## src/rtl/adc_cmd_spi.sv

```systemverilog
module adc_cmd_spi #(
  parameter int HALF   = 2,
  parameter int MAX_RX = 27,
  parameter int LEN_W  = 5,
  parameter int GAP_W  = 8
) (
  input  logic                  clk,
  input  logic                  rst_n,
  input  logic                  req_valid,
  output logic                  req_ready,
  input  logic [2:0]            req_kind,
  input  logic [4:0]            req_addr,
  input  logic [7:0]            req_wdata,
  input  logic [LEN_W-1:0]      req_rxlen,
  input  logic [GAP_W-1:0]      gap_cycles,
  output logic                  sclk,
  output logic                  mosi,
  output logic                  cs_n,
  input  logic                  miso,
  output logic [8*MAX_RX-1:0]   rx_data,
  output logic                  done
);
  localparam int HW = $clog2(HALF + 1);
  localparam int BW = $clog2(MAX_RX + 4);

  typedef enum logic [1:0] {S_IDLE, S_LEAD, S_BIT, S_GAP} state_t;
  state_t state;

  logic [HW-1:0]    hcnt;
  logic [2:0]       bitn;
  logic [BW-1:0]    bidx, ntot, rx_idx;
  logic [1:0]       ntx;
  logic             is_reg;
  logic [GAP_W-1:0] gap_q, gcnt;
  logic [23:0]      txsr;
  logic [7:0]       rxsr;

  logic [7:0]    op_d;
  logic [1:0]    ntx_d;
  logic [BW-1:0] nrx_d;
  logic          reg_d;

  always_comb begin
    op_d  = 8'h00;
    ntx_d = 2'd1;
    nrx_d = '0;
    reg_d = 1'b0;
    case (req_kind)
      3'd0: op_d = 8'h06;
      3'd1: op_d = 8'h08;
      3'd2: op_d = 8'h0A;
      3'd3: op_d = 8'h1A;
      3'd4: op_d = 8'h11;
      3'd5: begin
        op_d  = 8'h12;
        nrx_d = (int'(req_rxlen) > MAX_RX) ? BW'(MAX_RX) : BW'(req_rxlen);
      end
      3'd6: begin
        op_d = {3'b001, req_addr}; ntx_d = 2'd2; nrx_d = BW'(1); reg_d = 1'b1;
      end
      default: begin
        op_d = {3'b010, req_addr}; ntx_d = 2'd3; reg_d = 1'b1;
      end
    endcase
  end

  wire half_end = (hcnt == HW'(HALF - 1));
  wire is_tx    = (bidx < BW'(ntx));
  assign rx_idx    = bidx - BW'(ntx);
  assign req_ready = (state == S_IDLE);
  assign mosi      = (state == S_BIT) && is_tx && txsr[23];

  always_ff @(posedge clk or negedge rst_n) begin
    if (!rst_n) begin
      state <= S_IDLE; hcnt <= '0; bitn <= '0; bidx <= '0; ntot <= '0;
      ntx <= '0; is_reg <= 1'b0; gap_q <= '0; gcnt <= '0;
      txsr <= '0; rxsr <= '0; rx_data <= '0;
      sclk <= 1'b0; cs_n <= 1'b1; done <= 1'b0;
    end else begin
      done <= 1'b0;
      case (state)
        S_IDLE: if (req_valid) begin
          state   <= S_LEAD;
          cs_n    <= 1'b0;
          hcnt    <= '0;
          bitn    <= '0;
          bidx    <= '0;
          txsr    <= {op_d, 8'h00, req_wdata};
          ntx     <= ntx_d;
          ntot    <= BW'(ntx_d) + nrx_d;
          is_reg  <= reg_d;
          gap_q   <= gap_cycles;
          rx_data <= '0;
        end
        S_LEAD: if (half_end) begin
          state <= S_BIT; sclk <= 1'b1; hcnt <= '0;
        end else hcnt <= hcnt + 1'b1;
        S_BIT: if (!half_end) hcnt <= hcnt + 1'b1;
        else begin
          hcnt <= '0;
          if (sclk) begin
            sclk <= 1'b0;
            rxsr <= {rxsr[6:0], miso};
          end else begin
            txsr <= {txsr[22:0], 1'b0};
            if (bitn != 3'd7) begin
              bitn <= bitn + 1'b1;
              sclk <= 1'b1;
            end else begin
              bitn <= '0;
              if (!is_tx) rx_data[rx_idx*8 +: 8] <= rxsr;
              if (bidx == ntot - 1'b1) begin
                state <= S_IDLE; cs_n <= 1'b1; done <= 1'b1;
              end else begin
                bidx <= bidx + 1'b1;
                if (is_reg && bidx == BW'(1) && gap_q != '0) begin
                  state <= S_GAP; gcnt <= '0;
                end else sclk <= 1'b1;
              end
            end
          end
        end
        S_GAP: if (gcnt == gap_q - 1'b1) begin
          state <= S_BIT; sclk <= 1'b1;
        end else gcnt <= gcnt + 1'b1;
        default: state <= S_IDLE;
      endcase
    end
  end


  sclk_in_frame_chk: assert property (@(posedge clk) disable iff (!rst_n) sclk |-> !cs_n);

  busy_ready_chk: assert property (@(posedge clk) disable iff (!rst_n) !cs_n |-> !req_ready);

  accept_chk: assert property (@(posedge clk) disable iff (!rst_n)
    (req_valid && req_ready) |=> (!cs_n && !sclk));

  done_edge_chk: assert property (@(posedge clk) disable iff (!rst_n) done |-> (cs_n && $past(!cs_n)));

  done_pulse_chk: assert property (@(posedge clk) disable iff (!rst_n) done |=> !done);

  gap_quiet_chk: assert property (@(posedge clk) disable iff (!rst_n)
    (state == S_GAP) |-> (!sclk && !mosi && !cs_n));

  mosi_frame_chk: assert property (@(posedge clk) disable iff (!rst_n) mosi |-> !cs_n);
endmodule

```

## config.mk

```make
export PLATFORM = sky130hd
export DESIGN_NAME = adc_cmd_spi
export DESIGN_NICKNAME = d
export VERILOG_FILES = /design/src/rtl/adc_cmd_spi.sv
export SDC_FILE = /design/constraint.sdc
export NUM_CORES = 1
export LEC_CHECK = 0
export BUFFER_PORTS_ARGS = -buffer_cell sky130_fd_sc_hd__buf_2
export CAP_MARGIN = 20
export CORE_ASPECT_RATIO = 0.5
export CORE_MARGIN = 3
export CORE_UTILIZATION = 45
export DETAILED_ROUTE_END_ITERATION = 8
export GPL_TIMING_DRIVEN = 0
export PLACE_DENSITY = 0.66
export SYNTH_ARGS = -nofsm -noshare
export SYNTH_HDL_FRONTEND = slang
export SYNTH_SLANG_ARGS = --single-unit
```

## constraint.sdc

```tcl
create_clock -name clk -period 3.4 [get_ports clk]
set_input_delay 0.34 -clock clk [delete_from_list [all_inputs] [get_ports clk]]
set_output_delay 0.34 -clock clk [all_outputs]
set_load 0.05 [all_outputs]
```

Word-level counts from Yosys, hierarchy flattened. Index checks and enable logic that the tools add are counted.

Bits in registers: 287. Input bits: 33. Output and inout bits: 221. Logic and storage cells: 142.

Add/sub/neg operators: 9. Magnitude comparators: 2. Equality and inequality tests: 26. Shift operators: 2. Mux-type cells: 65. Reductions and logical operators: 23.

Operators with widths (number): $mux W216 (5); $pmux W216 S2 (1); $bwmux W216 (1); $shift A8 B34 Y216 const A (1); $shiftx A8 B34 Y216 (1); $mux W24 (3); $pmux W7 S7 (1); $mux W8 (6); $pmux W24 S2 (1); $neg A8 Y34 (1); $mux W5 (6); $mux W2 (10); $pmux W5 S2 (2); $mux W1 (18); $ne A2 B2 Y1 const B (9); $reduce_and A6 Y1 (3); $pmux W8 S2 (1); $reduce_and A7 Y1 (2); $mux W3 (4); $eq A3 B3 Y1 const B (3); $add A8 B1 Y8 const B (1); $eq A8 B8 Y1 (1); $pmux W2 S2 (2); $pmux W2 S4 (1); 32 further kinds (43).

Depth between registers and ports, before layout.
Word-level depth: 9. Gate-level depth with buffers: 14. Mapped depth without buffers: 13.

Worst setup path before layout. Ideal clock, no wire load.

Path type: register to output. Start: register state[0]. End: output mosi. Data arrival time: 3.095 ns. Required time: 3.060 ns. Path slack: -0.035 ns. Cell stages (with the launch flop): 8. Buffers on the path: 3. Cell sequence: dfrtp_1 inv_1 ha_1 clkbuf_1 clkbuf_1 clkbuf_1 nand2_1 nor4_1.

Word-level cells in the longest chain between the ends: 3.

RTL lines: start, declared (RTL line 27) `state_t state;`; start signal, assigned (RTL line 75) `state <= S_IDLE; hcnt <= '0; bitn <= '0; bidx <= '0; ntot <= '0;`; start signal, assigned (RTL line 83) `state <= S_LEAD;`; start signal, assigned (RTL line 96) `state <= S_BIT; sclk <= 1'b1; hcnt <= '0;`; $eq A2 B2 Y1 (RTL line 71) `assign mosi = (state == S_BIT) && is_tx && txsr[23];`; $logic_and A1 B1 Y1 (2 in a row) (RTL line 71); end, declared (RTL line 17) `output logic mosi,`.

Every way passes these cells.

Final worst setup path.
Start: register ntx[0]. End: register rx_data[2].

Word-level cells in the longest chain between the ends: 9. Elaborated cells between the ends (all ways): 13. Classes of those cells: add/sub: 2; order compare: 1; eq/ne: 1; shift: 2; mux: 6; reduce/logical: 1.

RTL lines: start, declared (RTL line 32) `logic [1:0] ntx;`; start signal, assigned (RTL line 89) `ntx <= ntx_d;`; $sub A5 B2 Y5 (RTL line 69) `assign rx_idx = bidx - BW'(ntx);`; $neg A8 Y34 (RTL line 111) `if (!is_tx) rx_data[rx_idx*8 +: 8] <= rxsr;`; $shiftx A8 B34 Y216 or $shift A8 B34 Y216 (tied branches) (RTL line 111); $bwmux W216 (RTL line 111); $mux W216 (RTL line 111); $mux W216 (RTL line 106) `if (bitn != 3'd7) begin`; $mux W216 (RTL line 101) `if (sclk) begin`; $mux W216 (RTL line 98) `S_BIT: if (!half_end) hcnt <= hcnt + 1'b1;`; $pmux W216 S2 (RTL line 81) `case (state)`; end signal, assigned by index (RTL line 111); end, declared (RTL line 20) `output logic [8*MAX_RX-1:0] rx_data,`.

Parallel ways exist; a longest one is shown, timed or not. The select of a mux whose other input is x is not followed. A chain may end at the register's enable or synchronous reset.

==> impl_metrics.ini <==
[logic_synthesis]
syn_area_per_cell_sq_um = 11.7
synth.distinct_cells = 66
ys_ff_latch = 287
yosys-top-cells-count = dfrtp_1 (286), a22o_1 (127), nand2_1 (120)
synth_top_cell_by_area = dfrtp_1
syn_area_sq_um = 12300
synth-edff-count = 0
synth_top_area_share_pct = 58.4
synth_most_common_cell = dfrtp_1
async_flop_share_pct = 100
mappedNetlistNets = 1100
synth_warnings = 0
ys_seq_area_share_pct = 58.6
netlist_top_cells_area = dfrtp_1 (58%), a22o_1 (9.1%), nand2_1 (3.7%)
synth_ff_type = dfrtp_1
syn-instance-count = 1047

[place]
place_ws_ps = -875
portBuffers = 251
hpwl_um = 26000
postPlaceCellArea_sq_um = 14000
globalplace.congestion = 0.872

[job]
cap_violations = 0

[floorplan]
dieHeight_um = 123
die-area_sq_um = 29400
die_w_um = 239
rows = 42
initial_utilization_pct = 46.1
ios = 254
coreArea_sq_um = 26600

[pwr]
cellPowerDensity_nw_per_um2 = 438
power_leakage_nw = 7.72
finalPower_mw = 6.73
vdd_drop_max_mv = 0.326

[grt]
grt-ovfl-total = 0
grt_pass1_wl_um = 56500
grt_pass1_vias = 9807
grt_max_degree = 131
antenna_found_initial = 0
grt_use_total_pct = 24.4

[cts]
cts_max_level = 1
numCtsBuffers = 27
cts_sinks = 287
cts_tree = yes
path_clk_slew_ps = 70
cts_buffer_depth = 3
cts_root_buffer = clkbuf_16
clock_latency_ps = 550

[routing]
num_vias = 10084
via_per_inst = 5.90
wl_per_cell_um = 21.9
drt_iter0_markers = 746
first_pass_iters = 5
detail-route-antenna-nets = 0
finalWirelength_um = 37500
drcViolationCount = 0

[timing]
fin_setup_tns_ps = 0
drv_slew = 0
worstMarginPinSlew_ps = 877
max_freq_ghz = 0.302
skew_ps = 10.7
relSlewSlack_pct = 41.5
period_share_pct = 97.3
period_needed_ps = 3310
layout_setup_ws_ps = 90.4
setup_viol_count_final = 0
hold_viol = 0

[finish]
largest_reg_flops = 216
drive_gt1_share_pct = 30.2
fin_nets = 1392
largestRegisters = rx_data: 216 flops, txsr: 24 flops
finish.instance_area_sq_um = 15400
fillCellCount = 2194
syn_to_final_growth_pct = 25.5
largest-register = rx_data
fin_util_pct = 57.8
antennaDiodeCount = 0

[critical_path]
critPathSlowestCell = fa_2
cpPeakStageDelay_ps = 590
crit_type = register to register
critPathCaptureType = register
required_ps = 3840
start_kind = register
path_delay_family = adder cells
cp.arrival_ps = 3750
path_cells = ha_1 > fa_2 > ha_4 > nand2_1 > nor2_1 > ha_2 > nand4b_1 > nor4_2 > o21ai_1 > a22o_1
critPathBufInv = 0
crit_fanout = 8

[worst_hold_path]
hold_class = primary input to register

[run_status]
status = completed
[cell type report]
type,instances,area (sq um),area share (%)
Tap cell,352,440,2.86
Clock buffer,38,797,5.18
Clock inverter,8,100,0.651
Sequential cell,287,7190,46.7
Buffer,53,229,1.49
Timing Repair Buffer,269,1450,9.40
Multi-Input combinational cell,684,5120,33.3
Inverter,17,63.8,0.415
[cells in the final DEF (no fill, tap or decap), types with 6 or more instances in the layout]
| cell type | netlist | final |
|---|---|---|
| o2bb2ai_1 | 42 | 42 |
| a32o_1 | 24 | 24 |
| nand2_2 | 0 | 6 |
| nor2_1 | 40 | 30 |
| nor2b_1 | 12 | 12 |
| buf_2 | 2 | 254 |
| nor3_1 | 12 | 10 |
| a22o_1 | 127 | 127 |
| clkbuf_16 | 0 | 27 |
| clkbuf_8 | 0 | 8 |
| buf_4 | 0 | 15 |
| o21ai_0 | 65 | 65 |
| clkbuf_1 | 52 | 41 |
| dfrtp_1 | 286 | 284 |
| mux2i_1 | 12 | 12 |
| a21o_1 | 12 | 12 |
| nand2b_1 | 9 | 9 |
| nor2_2 | 0 | 6 |
| nand4_1 | 10 | 10 |
| ha_1 | 18 | 16 |
| mux2_2 | 19 | 19 |
| nand2_1 | 120 | 113 |
| inv_1 | 17 | 17 |
| xor2_1 | 7 | 6 |
| nand3_1 | 16 | 16 |
| a21oi_1 | 25 | 21 |
| xnor2_1 | 11 | 10 |
[worst reg2reg max path, delay by kind of cell (launching register included)]
| family | cells | cell delay [ps] |
|---|---|---|
| AO/OA/AOI/OAI | 2 | 630 |
| adder cells (fa/ha/maj) | 4 | 1340 |
| flip-flops | 1 | 420 |
| AND/OR/NAND/NOR | 4 | 810 |
[final timing paths]
path | from | to | slack (ps) | cells past startpoint
worst max-delay path | ntx[0]$_DFFE_PN0P_ | rx_data[2]$_DFFE_PN0P_ | 90 | 10
worst min-delay path | gap_cycles[3] | gap_q[3]$_DFFE_PN0P_ | 20 | 2
worst max register to register | ntx[0]$_DFFE_PN0P_ | rx_data[2]$_DFFE_PN0P_ | 90 | 10
worst min register to register | txsr[6]$_DFFE_PN0P_ | txsr[6]$_DFFE_PN0P_ | 480 | 2
max in group asynchronous | rst_n | rx_data[40]$_DFFE_PN0P_ | 1620 | 4
min in group asynchronous | rst_n | gap_q[3]$_DFFE_PN0P_ | 320 | 2
[per-stage QoR]
stage               std cells  hold WS [ps]
floorplan                1047          44.4
global placement         1650           461
detailed placement       1652           321
CTS                      1703          7.91
global route             1708          11.8
finish                   1708          18.8
[power breakdown]
part	switching (mW)	total, mW	internal, mW
combinational	0.155	0.196	0.0419
sequential	0.00898	3.43	3.42
clock	1.32	3.10	1.78
[timing repair]
action,in CTS,in global routing
hold buffers,1,0
endpoints found under the setup margin,217,219
buffers inserted,7,8
hold endpoints to repair,64,0
resized for setup,49,39
pin swaps,4,4
[cells by family after synthesis]
family | after synthesis | share of synthesized area [%]
simple gates | 263 | 10.5
buf+inv | 76 | 2.41
xor+xnor | 19 | 1.47
flops | 287 | 58.6
compound gates | 350 | 22.1
fa+ha+maj | 20 | 2.16
mux | 32 | 2.85
[per-layer routing]
layer	share of wire, %	routed length (um)	global-route usage (%)
met5	0	0	0
met4	2.5	922	6.33
met3	5.5	2080	5.01
met2	48	18200	40.6
met1	44	16300	33.1
No activity file was read; power rests on OpenSTA's default activity.
